[src/rtl/alu_pkg.sv]
`timescale 1ns/1ps
package alu_pkg;

    // Operation select. Bit 2 puts the adder in subtract mode;
    // bits 1:0 pick the result source.
    typedef enum logic [2:0] {
        OP_AND = 3'b000,
        OP_OR  = 3'b001,
        OP_ADD = 3'b010,
        OP_SUB = 3'b110,
        OP_SLT = 3'b111
    } op_sel_e;

    typedef enum logic [1:0] {
        CLS_ADD   = 2'b00,
        CLS_SUB   = 2'b01,
        CLS_FUNCT = 2'b10,
        CLS_ALT   = 2'b11
    } op_class_e;

    localparam int FUNCT_W = 6;

    localparam logic [FUNCT_W-1:0] FN_ADD = 6'b100000;
    localparam logic [FUNCT_W-1:0] FN_SUB = 6'b100010;
    localparam logic [FUNCT_W-1:0] FN_AND = 6'b100100;
    localparam logic [FUNCT_W-1:0] FN_OR  = 6'b100101;
    localparam logic [FUNCT_W-1:0] FN_SLT = 6'b101010;

endpackage

[src/rtl/alu_op_decoder.sv]
`timescale 1ns/1ps
module alu_op_decoder
    import alu_pkg::*;
(
    input  logic [1:0]         op_class_i,
    input  logic [FUNCT_W-1:0] funct_i,
    output op_sel_e            op_sel_o
);

    op_sel_e funct_sel;

    // Function field decode; unknown codes fall back to add
    always_comb begin
        case (funct_i)
            FN_ADD:  funct_sel = OP_ADD;
            FN_SUB:  funct_sel = OP_SUB;
            FN_AND:  funct_sel = OP_AND;
            FN_OR:   funct_sel = OP_OR;
            FN_SLT:  funct_sel = OP_SLT;
            default: funct_sel = OP_ADD;
        endcase
    end

    // Class decode
    always_comb begin
        op_sel_o = OP_ADD;
        unique case (op_class_e'(op_class_i))
            CLS_ADD:   op_sel_o = OP_ADD;
            CLS_SUB:   op_sel_o = OP_SUB;
            CLS_FUNCT: op_sel_o = funct_sel;
            CLS_ALT:   op_sel_o = OP_ADD;
        endcase
    end

endmodule

[src/rtl/alu_addsub.sv]
`timescale 1ns/1ps
module alu_addsub #(
    parameter int WIDTH = 32
) (
    input  logic [WIDTH-1:0] a_i,
    input  logic [WIDTH-1:0] b_i,
    input  logic             sub_i,
    output logic [WIDTH-1:0] sum_o,
    output logic             ovf_o
);

    localparam int MSB = WIDTH - 1;

    logic [WIDTH-1:0] b_eff;

    // One shared adder: subtract = add inverted B plus one
    always_comb begin
        b_eff = b_i ^ {WIDTH{sub_i}};
        sum_o = a_i + b_eff + {{(WIDTH-1){1'b0}}, sub_i};
        ovf_o = (a_i[MSB] == b_eff[MSB]) && (sum_o[MSB] != a_i[MSB]);
    end

endmodule

[src/rtl/alu_logic.sv]
`timescale 1ns/1ps
module alu_logic #(
    parameter int WIDTH = 32
) (
    input  logic [WIDTH-1:0] a_i,
    input  logic [WIDTH-1:0] b_i,
    input  logic             or_mode_i,
    output logic [WIDTH-1:0] res_o
);

    for (genvar i = 0; i < WIDTH; i++) begin : g_bit
        assign res_o[i] = or_mode_i ? (a_i[i] | b_i[i]) : (a_i[i] & b_i[i]);
    end

endmodule

[src/rtl/alu_unit.sv]
`timescale 1ns/1ps
module alu_unit
    import alu_pkg::*;
#(
    parameter int WIDTH = 32
) (
    input  logic [WIDTH-1:0]   a_i,
    input  logic [WIDTH-1:0]   b_i,
    input  logic [1:0]         op_class_i,
    input  logic [FUNCT_W-1:0] funct_i,
    output logic [WIDTH-1:0]   result_o,
    output logic               zero_o,
    output logic               overflow_o
);

    op_sel_e          op_sel;
    logic [WIDTH-1:0] arith_sum;
    logic             arith_ovf;
    logic [WIDTH-1:0] logic_res;
    logic             arith_op;

    alu_op_decoder u_dec (
        .op_class_i (op_class_i),
        .funct_i    (funct_i),
        .op_sel_o   (op_sel)
    );

    alu_addsub #(.WIDTH(WIDTH)) u_addsub (
        .a_i   (a_i),
        .b_i   (b_i),
        .sub_i (op_sel[2]),
        .sum_o (arith_sum),
        .ovf_o (arith_ovf)
    );

    alu_logic #(.WIDTH(WIDTH)) u_logic (
        .a_i       (a_i),
        .b_i       (b_i),
        .or_mode_i (op_sel[0]),
        .res_o     (logic_res)
    );

    // Result select on op_sel[1:0]; signed less-than = sign xor overflow
    always_comb begin
        unique case (op_sel[1:0])
            2'b00: result_o = logic_res;
            2'b01: result_o = logic_res;
            2'b10: result_o = arith_sum;
            2'b11: result_o = {{(WIDTH-1){1'b0}}, arith_sum[WIDTH-1] ^ arith_ovf};
        endcase
    end

    // Flags
    always_comb begin
        arith_op   = (op_sel == OP_ADD) || (op_sel == OP_SUB);
        overflow_o = arith_op && arith_ovf;
        zero_o     = ~|result_o;
    end

endmodule

[config.mk]
export PLATFORM = sky130hd
export DESIGN_NAME = alu_unit
export DESIGN_NICKNAME = d
export VERILOG_FILES = /design/src/rtl/alu_pkg.sv /design/src/rtl/alu_op_decoder.sv /design/src/rtl/alu_addsub.sv /design/src/rtl/alu_logic.sv /design/src/rtl/alu_unit.sv
export SDC_FILE = /design/constraint.sdc
export NUM_CORES = 1
export LEC_CHECK = 0
export ABC_AREA = 1
export CORE_ASPECT_RATIO = 0.9
export CORE_UTILIZATION = 47
export DETAILED_ROUTE_END_ITERATION = 6
export PLACE_DENSITY = 0.89
export RECOVER_POWER = 25
export SLEW_MARGIN = 20
export SYNTH_ARGS = -nofsm -noshare
export SYNTH_HDL_FRONTEND = slang
export SYNTH_HIERARCHICAL = 1
export SYNTH_SLANG_ARGS = --single-unit
[constraint.sdc]
create_clock -name vclk -period 3.1
set_input_delay 0.31 -clock vclk [all_inputs]
set_output_delay 0.31 -clock vclk [all_outputs]
set_load 0.02 [all_outputs]
==> results of run 1 <==
## what timing repair did
action | in CTS
pin swaps | 144
endpoints found under the setup margin | 34
hold buffers | 0
gates cloned | 2
gates resized for setup | 384
setup buffers | 46
## metrics by stage
stage,area [µm²],TNS (ns)
4_1_cts,7080,-5.29
2_1_floorplan,3980,-0.117
3_5_place_dp,6100,-35.59
3_3_place_gp,6100,-32.99
## cells in the mapped netlist (2+ instances only)
| library cell | instances |
|---|---|
| a21oi_1 | 33 |
| a21o_1 | 3 |
| xnor2_1 | 3 |
| nor2_2 | 8 |
| nand3_2 | 3 |
| nor2_1 | 99 |
| o21a_1 | 2 |
| nand2_1 | 243 |
| nand3b_1 | 3 |
| nor3_1 | 3 |
| nand4_1 | 6 |
| buf_6 | 7 |
| buf_2 | 7 |
| o21ai_0 | 13 |
| inv_2 | 10 |
| inv_1 | 82 |
| nand3_1 | 52 |
| nor3_2 | 2 |
| nor2_4 | 4 |
| o21ai_1 | 5 |
| xor2_1 | 46 |
| a21oi_2 | 31 |
| o21bai_1 | 4 |
| nand2_2 | 23 |
| ha_1 | 32 |
## cells by family after synthesis
family                   Yosys count  share of synthesized area
AND/OR/NAND/NOR                  451                      0.503
buffers and inverters            109                      0.123
AO/OA/AOI/OAI                     91                      0.154
XOR/XNOR                          49                      0.111
adder cells (fa/ha/maj)           33                      0.109
==> reports/metrics.sh, run 1 <==
RUN_STATUS='stopped before the end'
STOP_STAGE='global routing'
ERROR='[ERROR DPL-0038] Utilization greater than 100%, impossible to legalize'
CELL_COUNT_AFTER_SYNTHESIS=733
HORIZONTAL_EXTENT_OF_THE_DIE_UM=97.6
SEQ_AREA_FRAC_SYNTH=0
SYNTH_CELL_TYPE_COUNT=34
SYNTH.NET_COUNT=838
TIMING.REPAIR.WORST_ENDPOINT_TYPE='top-level output'
SYNTH_AREA_LEADER_CELL='nand2_1'
WORSTENDPOINTGRTREPAIR='zero_o'
LARGEST_NET_DEGREE_AT_THE_START_OF_GLOBAL_ROUTING=24
PLACE.GP.CONGESTION=1.11
IO_PINS=106
AVGSYNTHCELLAREA_UM2=5.28
DETAILEDPLACE.WORSTSLACK_NS=-1.60
INITIAL_CORE_UTILIZATION=0.482
NUMPORTBUFFERS=106
ROW_COUNT=31
DIE_H_UM=88.1
DPL.CELL_COUNT=1054
POST-DP-HPWL_UM=12200
POST_SYNTH_MAIN_AREA_CONTRIBUTORS='nand2_1 24%, xor2_1 10%, ha_1 10%'
SYNTHESIS.AREA_UM2=3870
AREA_SHARE_OF_THE_LARGEST_CELL_TYPE_AFTER_SYNTHESIS=0.236
SYNTHESIS.YOSYS.WARNINGS=6
==> inputs of run 2 (changes only) <==
--- a/config.mk
+++ b/config.mk
@@ -6,10 +6,9 @@
 export NUM_CORES = 1
 export LEC_CHECK = 0
 export ABC_AREA = 1
-export CORE_ASPECT_RATIO = 0.9
-export CORE_UTILIZATION = 47
+export CORE_UTILIZATION = 40
 export DETAILED_ROUTE_END_ITERATION = 6
-export PLACE_DENSITY = 0.89
+export PLACE_DENSITY_LB_ADDON = 0.15
 export RECOVER_POWER = 25
 export SLEW_MARGIN = 20
 export SYNTH_ARGS = -nofsm -noshare
==> constraint.sdc (replaced) <==
create_clock -name vclk -period 4
set_input_delay 0.4 -clock vclk [all_inputs]
set_output_delay 0.4 -clock vclk [all_outputs]
set_load 0.02 [all_outputs]
==> reports/metrics.sh, run 2 <==
POST-DP-HPWL_UM=12600
N_CLOCK_BUFFER=0
SYNTH.NET_COUNT=838
DETAIL_ROUTE.DRC_VIOLATIONS=0
LAYOUT.CELLS.MOST_COMMON='nand2_1'
NUMPORTBUFFERS=106
ROUTED_WIRELENGTH_UM=18200
DETAILEDROUTE.FIRSTPASSITERATIONCOUNT=5
CELL_COUNT_AFTER_SYNTHESIS=733
VDD_IR_DROP_MAX_mV=0.212
SYNTHESIS.AREA_UM2=3870
RUN_STATUS='finished, violations left'
ROW_COUNT=35
VIA_COUNT=5901
FINAL_MAX_SLEW_VIOL_COUNT=0
CRITICAL_PATH_ARRIVAL_NS=3.68
LEAKAGEPOWER_nW=3.63
POWER.DENSITY_nW_PER_UM2=325
AREA_SHARE_OF_THE_LARGEST_CELL_TYPE_AFTER_SYNTHESIS=0.236
DETAIL-ROUTE-ANTENNA-NETS=0
SHARE_OF_FINAL_LAYOUT_STANDARD_CELLS_STRONGER_THAN_DRIVE_STRENGTH_1=0.415
MOST-COMMON-LAYOUT-CELLS='210 x nand2_1, 153 x buf_4, 73 x nor2_1'
POST_SYNTH_MAIN_AREA_CONTRIBUTORS='nand2_1 24%, xor2_1 10%, ha_1 10%'
SLEW_HEADROOM=0.757
SYNTH_CELL_TYPE_COUNT=34
LAYOUT_WORST_PATH_CYCLE_SHARE=1.02
CRITPATHREQUIREDTIME_NS=3.60
GRT_PASS1_VIAS=5461
DPL.CELL_COUNT=1080
HORIZONTAL_EXTENT_OF_THE_DIE_UM=100
FLOORPLAN.CORE_AREA_UM2=9280
AVGSYNTHCELLAREA_UM2=5.28
DRT-INITIAL-DRC-COUNT=268
CAP_VIOLATIONS=0
DESIGN.FINAL.NETS=1102
SYNTHMOSTINSTANTIATEDCELL='nand2_1'
SEQ_AREA_FRAC_SYNTH=0
WORSTHOLDENDPOINT='result_o[24]'
WORST_SLEW_PIN_TRAN_NS=0.361
IO_PINS=106
VIOLATIONS='setup timing'
ANTENNA_FOUND_INITIAL=0
FLOPS_AND_LATCHES=0
WORSTSETUPENDPOINTTYPE='primary output'
ANTENNADIODECOUNT=0
CRITPATHMAXFANOUT=4
AREA_DELTA_SYNTH_FINAL_PCT=86.5
HOLD_PATH.CLASS='in -> out'
COUNT_OF_ENDPOINTS_FAILING_HOLD_IN_THE_FINAL_TIMING_REPORT=0
PLACE.GP.CONGESTION=0.934
WORST_SLACK_NS=-0.0767
LARGEST_NET_DEGREE_AT_THE_START_OF_GLOBAL_ROUTING=19
FINALSETUPVIOLCOUNT=2
INITIAL_CORE_UTILIZATION=0.417
OVERALL_DIE_AREA_UM2=10100
POSTCTSHOLDBUFS=0
SETUP_REPAIR_AFTER_GLOBAL_ROUTING_MISSED_ITS_MARGIN='yes'
FINAL-INSTANCE-COUNT-EXCL-FILL=1124
DETAILEDPLACE.WORSTSLACK_NS=-1.02
SYNTH_AREA_LEADER_CELL='nand2_1'
DIE_H_UM=100
SYNTHESIS.YOSYS.WARNINGS=6
ACHIEVABLE-FREQUENCY_MHz=245
GRT_OVERFLOW=0
CRITICAL_PATH.STARTPOINT_TYPE='primary input'
WHS_PATH_DEPTH=6
GRT_FIRST_PASS_WIRELENGTH_UM=25200
PATH_CLASS='in -> out'
SETUP.WORST_PATH.START='funct_i[4]'
FINALCRITICALPERIOD_NS=4.08
DRT-WIRELENGTH-PER-CELL_UM=16.2
SYNTH.CELLS.MOST_FREQUENT='243 x nand2_1, 99 x nor2_1, 82 x inv_1, 52 x nand3_1, 46 x xor2_1'
VIA_PER_INST=5.25
GRT_USAGE=0.313
SEQCELLAREA_UM2=0
MIN-DELAY-START='b_i[24]'
-- run 2: cell counts after synthesis --
No cell type changed its count.
-- run 2: metrics by stage --
step | cell area, µm² | utilization | hold WS [ns] | setup TNS (ns) | power [mW]
after global placement | 5950 | 0.640 | 2.05 | -13.55 | 1.89
after CTS | 6360 | 0.685 | 1.77 | -0.100 | 1.98
final | 7210 | 0.777 | 1.72 | -0.102 | 2.35
after detailed placement | 5950 | 0.640 | 2.05 | -14.36 | 1.91
after global routing | 7210 | 0.777 | 1.79 | -0.793 | 2.51
after floorplan | 3870 | - | 1.07 | 0 | 0.984
-- run 2: cells by family after synthesis --
family | Yosys count | synth area share
XOR/XNOR | 49 | 0.111
AND/OR/NAND/NOR | 451 | 0.503
adder cells (fa/ha/maj) | 33 | 0.109
AO/OA/AOI/OAI | 91 | 0.154
buffers and inverters | 109 | 0.123
-- run 2: timing repair --
action	CTS	global route
gates resized for setup	108	184
cloned	3	0
setup endpoints to repair	32	31
pin swaps	29	90
buffers inserted	24	17
-- run 2: area by class of cell --
cell class                 instances  area (µm²)
multi-input combinational        624        4250
timing repair buffer             277        2450
inverter                          94         358
fill                             694        2070
tap                              129         161
-- run 2: how the worst max path moves through the flow --
stage                     endpoint  slack [ns]
after floorplan             zero_o        0.09
after global placement      zero_o       -0.99
after detailed placement    zero_o       -1.02
after CTS                   zero_o       -0.10
after global routing        zero_o       -0.19
final                       zero_o       -0.08
-- run 2: metal layers --
layer | track usage | share of wire | vias up
met4 | 0.0881 | 0.048 | 0
met2 | 0.559 | 0.48 | 303
li1 | - | - | 2829
met1 | 0.403 | 0.41 | 2688
met3 | 0.0216 | 0.065 | 81
met5 | 0 | 0 | -
-- run 2: report_power, final --
| part | switching, mW | internal (mW) | total, mW |
|---|---|---|---|
| clock | 0 | 0 | 0 |
| combinational | 1.27 | 1.08 | 2.35 |
| sequential | 0 | 0 | 0 |
| total | 1.27 | 1.08 | 2.35 |
-- run 2: worst max-delay path, cell delays in order --
cell             delay, ns
clkdlybuf4s15_1       0.20
nor2_4                0.10
nand4_1               0.22
o21ai_4               0.18
buf_8                 0.18
inv_2                 0.04
nand2_2               0.08
and2_4                0.15
inv_1                 0.06
fa_2                  0.41
inv_2                 0.08
nand3_2               0.08
nand2_4               0.10
nand2_2               0.07
nand2_4               0.11
nand3_2               0.07
nand2_2               0.13
nand2_1               0.08
nand3_1               0.08
nand2_2               0.09
nand2_2               0.10
nand4_1               0.13
nor2_2                0.15
nand3_2               0.11
nor2_4                0.14
buf_6                 0.13
No activity file was read; power rests on OpenSTA's default activity.
